==> src/rtl/fpw_pkg.sv <==
package fpw_pkg;

  typedef enum logic [2:0] {
    ST_IDLE,
    ST_GAP,
    ST_LOW,
    ST_READ,
    ST_REST
  } fpwState_e;

  // Strobes from the control FSM to the datapath
  typedef struct packed {
    logic capSector;  // latch page number and prefix request
    logic capCmd;     // load next unlock write into the output registers
    logic capByte;    // load next stream byte into the output registers
    logic cntClr;     // restart the phase counter
    logic tmoClr;     // restart the polling timeout counter
    logic tmoRun;     // advance the polling timeout counter
  } fpwStrobe_t;

  // Unlock prefix, indexed by the number of prefix writes still to go
  function automatic logic [15:0] unlockAddr(input logic [1:0] left);
    unlockAddr = (left == 2'd2) ? 16'h2AAA : 16'h5555;
  endfunction

  function automatic logic [7:0] unlockData(input logic [1:0] left);
    case (left)
      2'd3:    unlockData = 8'hAA;
      2'd2:    unlockData = 8'h55;
      default: unlockData = 8'hA0;
    endcase
  endfunction

endpackage

==> src/rtl/fpw_datapath.sv <==
module fpw_datapath
  import fpw_pkg::*;
#(
  parameter int ADDR_W      = 16,
  parameter int DATA_W      = 8,
  parameter int PAGE_BYTES  = 128,
  parameter int CNT_W       = 8,
  parameter int TMO_W       = 8,
  parameter int TIMEOUT_CYC = 100
) (
  input  logic                                 clk,
  input  logic                                 rstN,
  input  fpwStrobe_t                           stb,
  input  logic [ADDR_W-$clog2(PAGE_BYTES)-1:0] sectorIn,
  input  logic                                 unlockIn,
  input  logic [DATA_W-1:0]                    byteData,
  input  logic [DATA_W-1:0]                    flashDin,
  output logic [ADDR_W-1:0]                    addrQ,
  output logic [DATA_W-1:0]                    dataQ,
  output logic [CNT_W-1:0]                     phaseCnt,
  output logic                                 cmdPending,
  output logic                                 bytePending,
  output logic                                 primed,
  output logic                                 pollMatch,
  output logic                                 tmoHit
);

  localparam int OFF_W = $clog2(PAGE_BYTES);
  localparam int SEC_W = ADDR_W - OFF_W;
  localparam logic [OFF_W:0]   PAGE_N  = (OFF_W + 1)'(PAGE_BYTES);
  localparam logic [TMO_W-1:0] TMO_END = TMO_W'(TIMEOUT_CYC - 1);

  logic [SEC_W-1:0] sectorQ;
  logic [1:0]       cmdLeft;
  logic [OFF_W:0]   byteCnt;
  logic [TMO_W-1:0] tmoCnt;

  // Page, prefix progress and bus output registers
  always_ff @(posedge clk or negedge rstN) begin
    if (!rstN) begin
      sectorQ <= '0;
      cmdLeft <= '0;
      byteCnt <= '0;
      primed  <= 1'b0;
      addrQ   <= '0;
      dataQ   <= '0;
    end else begin
      if (stb.capSector) begin
        sectorQ <= sectorIn;
        cmdLeft <= unlockIn ? 2'd3 : 2'd0;
        byteCnt <= '0;
        primed  <= 1'b0;
      end
      if (stb.capCmd) begin
        addrQ   <= ADDR_W'(unlockAddr(cmdLeft));
        dataQ   <= DATA_W'(unlockData(cmdLeft));
        cmdLeft <= cmdLeft - 2'd1;
        primed  <= 1'b1;
      end
      if (stb.capByte) begin
        addrQ   <= {sectorQ, byteCnt[OFF_W-1:0]};
        dataQ   <= byteData;
        byteCnt <= byteCnt + 1'b1;
        primed  <= 1'b1;
      end
    end
  end

  // Saturating phase counter and polling timeout counter
  always_ff @(posedge clk or negedge rstN) begin
    if (!rstN) begin
      phaseCnt <= '0;
      tmoCnt   <= '0;
    end else begin
      if (stb.cntClr)          phaseCnt <= '0;
      else if (~&phaseCnt)     phaseCnt <= phaseCnt + 1'b1;
      if (stb.tmoClr)          tmoCnt <= '0;
      else if (stb.tmoRun && ~&tmoCnt) tmoCnt <= tmoCnt + 1'b1;
    end
  end

  assign cmdPending  = (cmdLeft != 2'd0);
  assign bytePending = (byteCnt < PAGE_N);
  assign pollMatch   = (flashDin[DATA_W-1] == dataQ[DATA_W-1]);
  assign tmoHit      = (tmoCnt >= TMO_END);

endmodule

==> src/rtl/fpw_control.sv <==
module fpw_control
  import fpw_pkg::*;
#(
  parameter int LOW_CYC    = 5,
  parameter int HIGH_CYC   = 6,
  parameter int READ_CYC   = 8,
  parameter int WINDOW_CYC = 6000,
  parameter int CNT_W      = 13
) (
  input  logic             clk,
  input  logic             rstN,
  input  logic             startReq,
  input  logic             byteValid,
  input  logic [CNT_W-1:0] phaseCnt,
  input  logic             cmdPending,
  input  logic             bytePending,
  input  logic             primed,
  input  logic             pollMatch,
  input  logic             tmoHit,
  output fpwStrobe_t       stb,
  output logic             byteReady,
  output logic             ceN,
  output logic             oeN,
  output logic             weN,
  output logic             doe,
  output logic             busy,
  output logic             doneOk,
  output logic             doneErr
);

  localparam logic [CNT_W-1:0] LOW_END  = CNT_W'(LOW_CYC - 1);
  localparam logic [CNT_W-1:0] HIGH_END = CNT_W'(HIGH_CYC - 1);
  localparam logic [CNT_W-1:0] READ_END = CNT_W'(READ_CYC - 1);
  localparam logic [CNT_W-1:0] WIN_END  = CNT_W'(WINDOW_CYC - 1);

  fpwState_e st, nxt;
  logic finOk, finErr;
  logic highMet, readEnd;

  assign highMet = (phaseCnt >= HIGH_END);
  assign readEnd = (phaseCnt >= READ_END);

  always_comb begin
    nxt       = st;
    stb       = '0;
    byteReady = 1'b0;
    finOk     = 1'b0;
    finErr    = 1'b0;
    case (st)
      ST_IDLE: begin
        if (startReq) begin
          stb.capSector = 1'b1;
          stb.cntClr    = 1'b1;
          nxt           = ST_GAP;
        end
      end
      ST_GAP: begin
        if (highMet) begin
          if (cmdPending) begin
            stb.capCmd = 1'b1;
            stb.cntClr = 1'b1;
            nxt        = ST_LOW;
          end else if (bytePending) begin
            byteReady = 1'b1;
            if (byteValid) begin
              stb.capByte = 1'b1;
              stb.cntClr  = 1'b1;
              nxt         = ST_LOW;
            end else if (primed && phaseCnt >= WIN_END) begin
              finErr = 1'b1;
              nxt    = ST_IDLE;
            end
          end else begin
            stb.cntClr = 1'b1;
            stb.tmoClr = 1'b1;
            nxt        = ST_READ;
          end
        end
      end
      ST_LOW: begin
        if (phaseCnt >= LOW_END) begin
          stb.cntClr = 1'b1;
          nxt        = ST_GAP;
        end
      end
      ST_READ: begin
        stb.tmoRun = 1'b1;
        if (readEnd && pollMatch) begin
          finOk = 1'b1;
          nxt   = ST_IDLE;
        end else if (tmoHit) begin
          finErr = 1'b1;
          nxt    = ST_IDLE;
        end else if (readEnd) begin
          stb.cntClr = 1'b1;
          nxt        = ST_REST;
        end
      end
      ST_REST: begin
        stb.tmoRun = 1'b1;
        if (tmoHit) begin
          finErr = 1'b1;
          nxt    = ST_IDLE;
        end else if (highMet) begin
          stb.cntClr = 1'b1;
          nxt        = ST_READ;
        end
      end
      default: nxt = ST_IDLE;
    endcase
  end

  always_ff @(posedge clk or negedge rstN) begin
    if (!rstN) begin
      st      <= ST_IDLE;
      doneOk  <= 1'b0;
      doneErr <= 1'b0;
    end else begin
      st      <= nxt;
      doneOk  <= finOk;
      doneErr <= finErr;
    end
  end

  assign busy = (st != ST_IDLE);
  assign ceN  = (st == ST_IDLE);
  assign weN  = (st != ST_LOW);
  assign oeN  = (st != ST_READ);
  assign doe  = (st == ST_GAP) || (st == ST_LOW);

endmodule

==> src/rtl/flash_page_writer.sv <==
module flash_page_writer
  import fpw_pkg::*;
#(
  parameter int ADDR_W      = 16,
  parameter int DATA_W      = 8,
  parameter int PAGE_BYTES  = 128,
  parameter int LOW_CYC     = 5,
  parameter int HIGH_CYC    = 6,
  parameter int READ_CYC    = 8,
  parameter int WINDOW_CYC  = 6000,
  parameter int TIMEOUT_CYC = 600000
) (
  input  logic                                 clk,
  input  logic                                 rstN,
  input  logic                                 startReq,
  input  logic [ADDR_W-$clog2(PAGE_BYTES)-1:0] sectorIn,
  input  logic                                 unlockIn,
  output logic                                 busy,
  input  logic                                 byteValid,
  output logic                                 byteReady,
  input  logic [DATA_W-1:0]                    byteData,
  output logic                                 doneOk,
  output logic                                 doneErr,
  output logic [ADDR_W-1:0]                    flashAddr,
  output logic [DATA_W-1:0]                    flashDout,
  output logic                                 flashDoe,
  input  logic [DATA_W-1:0]                    flashDin,
  output logic                                 flashCeN,
  output logic                                 flashOeN,
  output logic                                 flashWeN
);

  localparam int MAX_A   = (LOW_CYC > HIGH_CYC) ? LOW_CYC : HIGH_CYC;
  localparam int MAX_B   = (READ_CYC > WINDOW_CYC) ? READ_CYC : WINDOW_CYC;
  localparam int CNT_MAX = (MAX_A > MAX_B) ? MAX_A : MAX_B;
  localparam int CNT_W   = $clog2(CNT_MAX + 1);
  localparam int TMO_W   = $clog2(TIMEOUT_CYC + 1);

  fpwStrobe_t       stb;
  logic [CNT_W-1:0] phaseCnt;
  logic cmdPending, bytePending, primed, pollMatch, tmoHit;

  fpw_control #(
    .LOW_CYC   (LOW_CYC),
    .HIGH_CYC  (HIGH_CYC),
    .READ_CYC  (READ_CYC),
    .WINDOW_CYC(WINDOW_CYC),
    .CNT_W     (CNT_W)
  ) u_ctrl (
    .clk        (clk),
    .rstN       (rstN),
    .startReq   (startReq),
    .byteValid  (byteValid),
    .phaseCnt   (phaseCnt),
    .cmdPending (cmdPending),
    .bytePending(bytePending),
    .primed     (primed),
    .pollMatch  (pollMatch),
    .tmoHit     (tmoHit),
    .stb        (stb),
    .byteReady  (byteReady),
    .ceN        (flashCeN),
    .oeN        (flashOeN),
    .weN        (flashWeN),
    .doe        (flashDoe),
    .busy       (busy),
    .doneOk     (doneOk),
    .doneErr    (doneErr)
  );

  fpw_datapath #(
    .ADDR_W     (ADDR_W),
    .DATA_W     (DATA_W),
    .PAGE_BYTES (PAGE_BYTES),
    .CNT_W      (CNT_W),
    .TMO_W      (TMO_W),
    .TIMEOUT_CYC(TIMEOUT_CYC)
  ) u_dp (
    .clk        (clk),
    .rstN       (rstN),
    .stb        (stb),
    .sectorIn   (sectorIn),
    .unlockIn   (unlockIn),
    .byteData   (byteData),
    .flashDin   (flashDin),
    .addrQ      (flashAddr),
    .dataQ      (flashDout),
    .phaseCnt   (phaseCnt),
    .cmdPending (cmdPending),
    .bytePending(bytePending),
    .primed     (primed),
    .pollMatch  (pollMatch),
    .tmoHit     (tmoHit)
  );

endmodule

==> config.mk <==
export PLATFORM = sky130hd
export DESIGN_NAME = flash_page_writer
export DESIGN_NICKNAME = d
export VERILOG_FILES = /design/src/rtl/fpw_pkg.sv /design/src/rtl/fpw_datapath.sv /design/src/rtl/fpw_control.sv /design/src/rtl/flash_page_writer.sv
export SDC_FILE = /design/constraint.sdc
export NUM_CORES = 1
export LEC_CHECK = 0
export BUFFER_PORTS_ARGS = -buffer_cell sky130_fd_sc_hd__buf_4
export CAP_MARGIN = 20
export CORE_MARGIN = 2
export CORE_UTILIZATION = 55
export CTS_CLUSTER_SIZE = 40
export DETAILED_ROUTE_END_ITERATION = 7
export HOLD_SLACK_MARGIN = 0.12
export PLACE_DENSITY = 0.87
export REMOVE_ABC_BUFFERS = 1
export SYNTH_ARGS = -nofsm -noshare
export SYNTH_HDL_FRONTEND = slang
export SYNTH_SLANG_ARGS = --single-unit
==> constraint.sdc <==
create_clock -name clk -period 5.65 [get_ports clk]
set_input_delay 0.8475 -clock clk [delete_from_list [all_inputs] [get_ports clk]]
set_output_delay 0.8475 -clock clk [all_outputs]
set_load 0.01 [all_outputs]
# [After elaboration in Yosys (flattened, before gate mapping)]
# Index checks and enable logic that the tools add are counted.
[word_totals] mem_bits_ro=0 register_bits=82 ramBits=0 input_bits=30 n_memories=0 elab_cells=120 output_inout_bits=32 latchBits=0
[op_classes] multipliers=0 add_sub_neg=4 bitwise_logic=0 order_cmp=6 n_eq_ne=16 n_reduce_logical=17 n_div=0 shift=0 n_mux=66
[op_table] op="two-way mux 20 bit" n=2
[op_table] op="greater-or-equal comparator 13 x 3 -> 1 bit (second input constant)" n=3
[op_table] op="two-way mux 3 bit" n=12
[op_table] op="two-way mux 1 bit" n=33
[op_table] op="two-way mux 16 bit" n=2
[op_table] op="two-way mux 8 bit" n=4
[op_table] op="two-way mux 13 bit" n=2
[op_table] op="adder 20 x 1 -> 20 bit (second input constant)" n=1
[op_table] op="greater-or-equal comparator 20 bit (second input constant)" n=1
[op_table] op="AND reduction 20 bit" n=1
[op_table] op="case mux 8 bit (2 select lines)" n=1
[op_table] op="two-way mux 15 bit" n=1
[op_table] op="case mux 3 bit (5 select lines)" n=1
[op_table] op="adder 13 x 1 -> 13 bit (second input constant)" n=1
[op_table] op="greater-or-equal comparator 13 bit (second input constant)" n=1
[op_table] op="AND reduction 13 bit" n=1
[op_table] op="two-way mux 2 bit" n=5
[op_table] op="nonzero test 2 bit" n=5
[op_table] op="!= test 3 x 2 -> 1 bit (second input constant)" n=3
[op_table] op="adder 8 x 1 -> 8 bit (second input constant)" n=1
[op_table] op="< comparator 8 bit (second input constant)" n=1
[op_table] op="== test 3 x 2 -> 1 bit (second input constant)" n=2
[op_table] op="AND reduction 6 bit" n=1
[op_table] op="nonzero test 3 bit" n=2
[op_table] op="other kinds (17)" n=22

# [Logic depth before layout (Yosys ltp)]
[logic_depth] ltp_word=8 depth_mapped=9 ltp_nobuf=7

# [Modules after synthesis]
# From an unflattened synthesis, not the netlist that was laid out.
[hier_totals] cells_unflattened=474 hier_area_um2=4535.6
[by_module_without_submodules] mod="fpw_datapath" cells_each=402 seq_area_each_um2=1926.8 area_per_inst_um2=3940.0 n_inst=1
[by_module_without_submodules] mod="fpw_control" cells_each=72 seq_area_each_um2=125.1 area_per_inst_um2=595.6 n_inst=1

# [Worst setup path after synthesis]
# Ideal clock, no wire load.
[synth_timing] path_type="register to output" from="reg u_dp.phaseCnt[1]" to="out byteReady" path_stages_with_launch=7 path_buffers=0 arrival_time_ns=1.426 required_ns=4.803 path_slack_ns=3.376 path_cell_list="dfrtp_1 -> inv_1 -> ha_1 -> nor2b_1 -> o31a_1 -> o21ai_2 -> nor2_1"
[synth_via] elab_chain_cells=3
[synth_lines] element="from (decl)" line_no="fpw_datapath.sv:20" text="output logic [CNT_W-1:0] phaseCnt,"
[synth_lines] element="from (signal assigned)" line_no="fpw_datapath.sv:76" text="else if (~&phaseCnt) phaseCnt <= phaseCnt + 1'b1;"
[synth_lines] element="greater-or-equal comparator 13 x 3 -> 1 bit" line_no="fpw_control.sv:40" text="assign highMet = (phaseCnt >= HIGH_END);"
[synth_lines] element="two-way mux 1 bit" line_no="fpw_control.sv:58" text="if (highMet) begin"
[synth_lines] element="two-way mux 1 bit" line_no="fpw_control.sv:49" text="case (st)"
[synth_lines] element="to (decl)" line_no="flash_page_writer.sv:20" text="output logic byteReady,"
# Every way passes these cells.

# [Final worst setup path]
[layout_timing] from="reg u_dp.phaseCnt[1]" to="reg u_dp.addrQ[5]"
[layout_via] elab_chain_cells=4 word_cells_on_any_way=5 classes_between="order compare: 1; mux: 3; reduce/logical: 1"
[layout_lines] element="greater-or-equal comparator 13 x 3 -> 1 bit *" line_no="fpw_control.sv:40"
[layout_lines] element="two-way mux 4 bit *" line_no="fpw_control.sv:58"
[layout_lines] element="two-way mux 2 bit *" line_no="fpw_control.sv:49"
[layout_lines] element="two-way mux 16 bit / nonzero test 2 bit (equally long branches)"
[layout_lines] element="to (signal assigned)" line_no="fpw_datapath.sv:55" text="addrQ <= ADDR_W'(unlockAddr(cmdLeft));"
[layout_lines] element="to (signal assigned)" line_no="fpw_datapath.sv:61" text="addrQ <= {sectorQ, byteCnt[OFF_W-1:0]};"
[layout_lines] element="to (decl)" line_no="fpw_datapath.sv:18" text="output logic [ADDR_W-1:0] addrQ,"
# Every way passes the cells marked *; elsewhere a longest branch is shown, timed or not.
# A chain may end at the register's enable or synchronous reset.

==> metrics.log <==
INFO  metric placement.cell_area = 4840 um^2
INFO  metric post_synthesis_instance_total = 462
INFO  metric synth_enable_flop_cells = 0
INFO  metric detail-route-antenna-nets = 0
INFO  metric detailedPlacementHpwl = 6600 um
INFO  metric cts-buffers-inserted = 9
INFO  metric ir_drop = 0.000300 V
INFO  metric cts_max_path_buffers = 2
INFO  metric tritoncts = done
INFO  metric timing.critical_path.from_type = flip-flop
INFO  metric post_synth_num_cell_types = 64
INFO  metric worst_setup_path_startpoint = u_dp.phaseCnt[1]$_DFFE_PN0P_
INFO  metric final_net_count = 547
INFO  metric power_switching = 0.828 mW
INFO  metric via_count_of_the_first_global_routing_pass = 3,560
INFO  metric cts.repair.resized = 0
INFO  metric placementRows = 32
INFO  metric crit_slowest_cell = a211o_1
INFO  metric final_hold_viol_count = 0
INFO  metric dr_total_vias = 3,664
INFO  metric power_frac_clock = 18.7%
INFO  metric slew_headroom = 25.0%
INFO  metric synthXorXnorAreaFrac = 4.16%
INFO  metric buffer_ports.inserted = 54
INFO  metric clock_tree.root_cell = clkbuf_8
INFO  metric dp.cells = 597
INFO  metric post_route_cells_drive_above_1_share = 18.8%
INFO  metric holdCritPathClass = in -> async
INFO  metric list_of_most_frequent_post_synthesis_cells = dfrtp_1, nor2_1, nand2_1
INFO  metric synth_adder_area_share = 2.55%
INFO  metric final.period_utilization = 57.1%
INFO  metric gr-total-overflow = 0
INFO  metric share_seq_of_total_power = 42.3%
INFO  metric grt_max_degree = 83
INFO  metric timing.critical_path.required = 5860 ps
INFO  metric synth_area_leaders = dfrtp_1, nor2_1, nand2_1
INFO  metric post-cts-setup-buffers = 0
INFO  metric synth_async_sr_flop_share = 100%
INFO  metric timing.critical_path.cells = inv_1 -> ha_1 -> nor2b_1 -> o31ai_1 -> a211o_1 -> o21a_1 -> a21oi_1
INFO  metric n_antenna_cell = 0
INFO  metric detail_route.drc_violations = 0
INFO  metric tightest_slew = 1130 ps
INFO  metric synth.avg_cell_area = 9.57 um^2
INFO  metric tritoncts_num_sinks = 82
INFO  metric die_height = 93.6 um
INFO  metric powerDensity = 426 nW/um^2
INFO  metric io_pins = 62
INFO  metric drt_iter0_drc = 218
INFO  metric worstSkewPairLatency = 350 ps
INFO  metric post_synthesis_instance_area = 4420 um^2
INFO  metric power_share_of_the_combinational_group = 39.0%
INFO  metric crit_path_end_kind = flip-flop
INFO  metric clk_pin_slew_worst_paths = 80 ps
INFO  metric critPathMaxStageDelay = 910 ps
INFO  metric synth-main-ff-cell = dfrtp_1
INFO  metric fmax = 310 MHz
INFO  metric core = 7770 um^2
INFO  metric cellInternalPower = 1.33 mW
INFO  metric area.growth.synth_to_final = 14.7%
INFO  metric wl = 9500 um
INFO  metric synth.ff_latch_count = 82
INFO  metric initial_core_util = 56.9%
INFO  metric crit_fanout = 31
INFO  metric yosys-mux-area-fraction = 4.08%
INFO  metric slew_viol_final = 0
INFO  metric final.setup.tns = 0 ps
INFO  metric h-tree-depth = 3
INFO  metric grt_usage = 23.8%
INFO  metric unrepaired_setup_endpoints_after_global_routing = false
INFO  metric vias_per_cell = 5.97
INFO  metric period_minus_slack = 3220 ps
INFO  metric num-fill-cells = 652
INFO  metric initial_antenna_violation_count = 0
INFO  metric post-synth-top-area-fraction = 46.4%
INFO  metric cts.hold.buffers_added = 0
INFO  metric synth_sequential_area_ratio = 46.4%
INFO  metric fin_cells = 614
INFO  metric wire_length_of_the_first_global_routing_pass = 16,600 um
INFO  metric swShare = 38.3%
INFO  metric synth_compound_area_share = 16.9%
INFO  metric detailedRoute.firstPassIterationCount = 5
INFO  metric yosys_warnings = 0
INFO  metric globalplace.congestion = 0.913
INFO  metric leakagePower = 2.32 nW
INFO  metric worst_r2r_startpoint = u_dp.phaseCnt[1]$_DFFE_PN0P_
INFO  metric critPathArrivalTime = 3430 ps
INFO  metric worst_clock_skew = 7.71 ps
INFO  metric timing.hold.ws = 424 ps
INFO  metric yosys.cell_count.top_type = dfrtp_1
INFO  metric post_synth_and_or_nand_nor_area_fraction = 22.3%
INFO  metric cap_viol_max_count = 0
INFO  metric run_status = complete, no violations
INFO  metric report.final.setup_viol = 0
INFO  metric path_class = reg -> reg
INFO  metric final_design_area_no_fill = 5070 um^2
INFO  metric synth_top_family_by_area = simple AND/OR/NAND/NOR gates
INFO  metric synth_largest_area_cell = dfrtp_1
INFO  metric die-area = 8770 um^2
INFO  metric wl_per_cell = 15.5 um
INFO  metric dieWidth = 93.6 um
==> layout make-up <==
class                   instances  area (um^2)  area share (%)
repair buffers                 57          454            8.96
multi-input cells             346         2210            43.5
well taps                     102          128            2.52
inverters                      12         45.0           0.889
clock inverters                 5         56.3            1.11
flip-flops and latches         82         2050            40.5
clock buffers                  10          128            2.52
==> metal layers <==
metal  part of all wire [%]  vias to the layer above  GRT usage (%)
met5                      0                        -              0
met4                    2.0                        0           9.54
met3                    5.1                       16           5.16
li1                       -                     1756              -
met2                     50                      102           38.3
met1                     43                     1790           31.6
==> power groups by stage <==
stage | sequential, mW | combinational (mW) | clock, mW
after floorplan | 0.926 | 0.495 | 0
after global placement | 0.908 | 0.808 | 0
after detailed placement | 0.920 | 0.841 | 0
after CTS | 0.912 | 0.848 | 0.410
after global routing | 0.940 | 0.935 | 0.436
final | 0.914 | 0.843 | 0.404
==> metrics by stage <==
step | utilization, % | power (mW) | setup WS, ps
floorplan | - | 1.42 | 3120
global placement | 62.4 | 1.72 | 2480
detailed placement | 62.4 | 1.76 | 2430
CTS | 64.7 | 2.17 | 2400
global route | 65.3 | 2.31 | 2240
finish | 65.3 | 2.16 | 2430
==> worst paths after layout <==
path / endpoint / slack, ps / depth (start not counted)
setup / recovery: u_dp.addrQ[5]$_DFFE_PN0P_ / 2430 / 7
hold / removal: u_dp.phaseCnt[10]$_DFFE_PN0P_ / 420 / 1
setup reg to reg: u_dp.addrQ[5]$_DFFE_PN0P_ / 2430 / 7
hold reg to reg: u_dp.sectorQ[5]$_DFFE_PN0P_ / 510 / 1
max in group asynchronous: u_dp.tmoCnt[15]$_DFFE_PN0P_ / 4640 / 2
min in group clk: u_dp.sectorQ[5]$_DFFE_PN0P_ / 510 / 1
==> worst max-delay path: cells and delay by family (launching register included) <==
kind	cells	cell delay, ps
AND/OR/NAND/NOR	1	140
AO/OA/AOI/OAI	4	2170
flip-flops	1	480
buffers and inverters	1	120
adder cells (fa/ha/maj)	1	190
==> layout by cell type, fill, tap and decap left out, types with 6 or more instances in the layout <==
master     n
a21oi_1   31
nor2_1    51
o21ai_0   21
mux2_2     8
nand3_1   19
o211ai_1   7
clkbuf_8  10
nor3_1    18
nand4_1   12
mux2i_1    9
nand2_1   49
xor2_1    15
dfrtp_1   82
xnor2_1    6
ha_1       9
inv_1     11
buf_4     55
and3_1    10
nor4_1     6
or3_1      6
==> sequential cells by signal (all words and copies together) (netlist names) <==
signal	flops
u_dp.tmoCnt	20
u_dp.addrQ	16
u_dp.phaseCnt	13
u_dp.sectorQ	9
u_dp.byteCnt	8
u_dp.dataQ	8
u_ctrl.st	3
u_dp.cmdLeft	2
u_ctrl.doneErr	1
u_ctrl.doneOk	1
u_dp.primed	1
==> cell families after synthesis <==
kind of cell,Yosys count
XOR/XNOR,21
adder cells (fa/ha/maj),9
flip-flops,82
AND/OR/NAND/NOR,195
multiplexers,17
buffers and inverters,34
AO/OA/AOI/OAI,104
(Power assumes the default switching activity.)
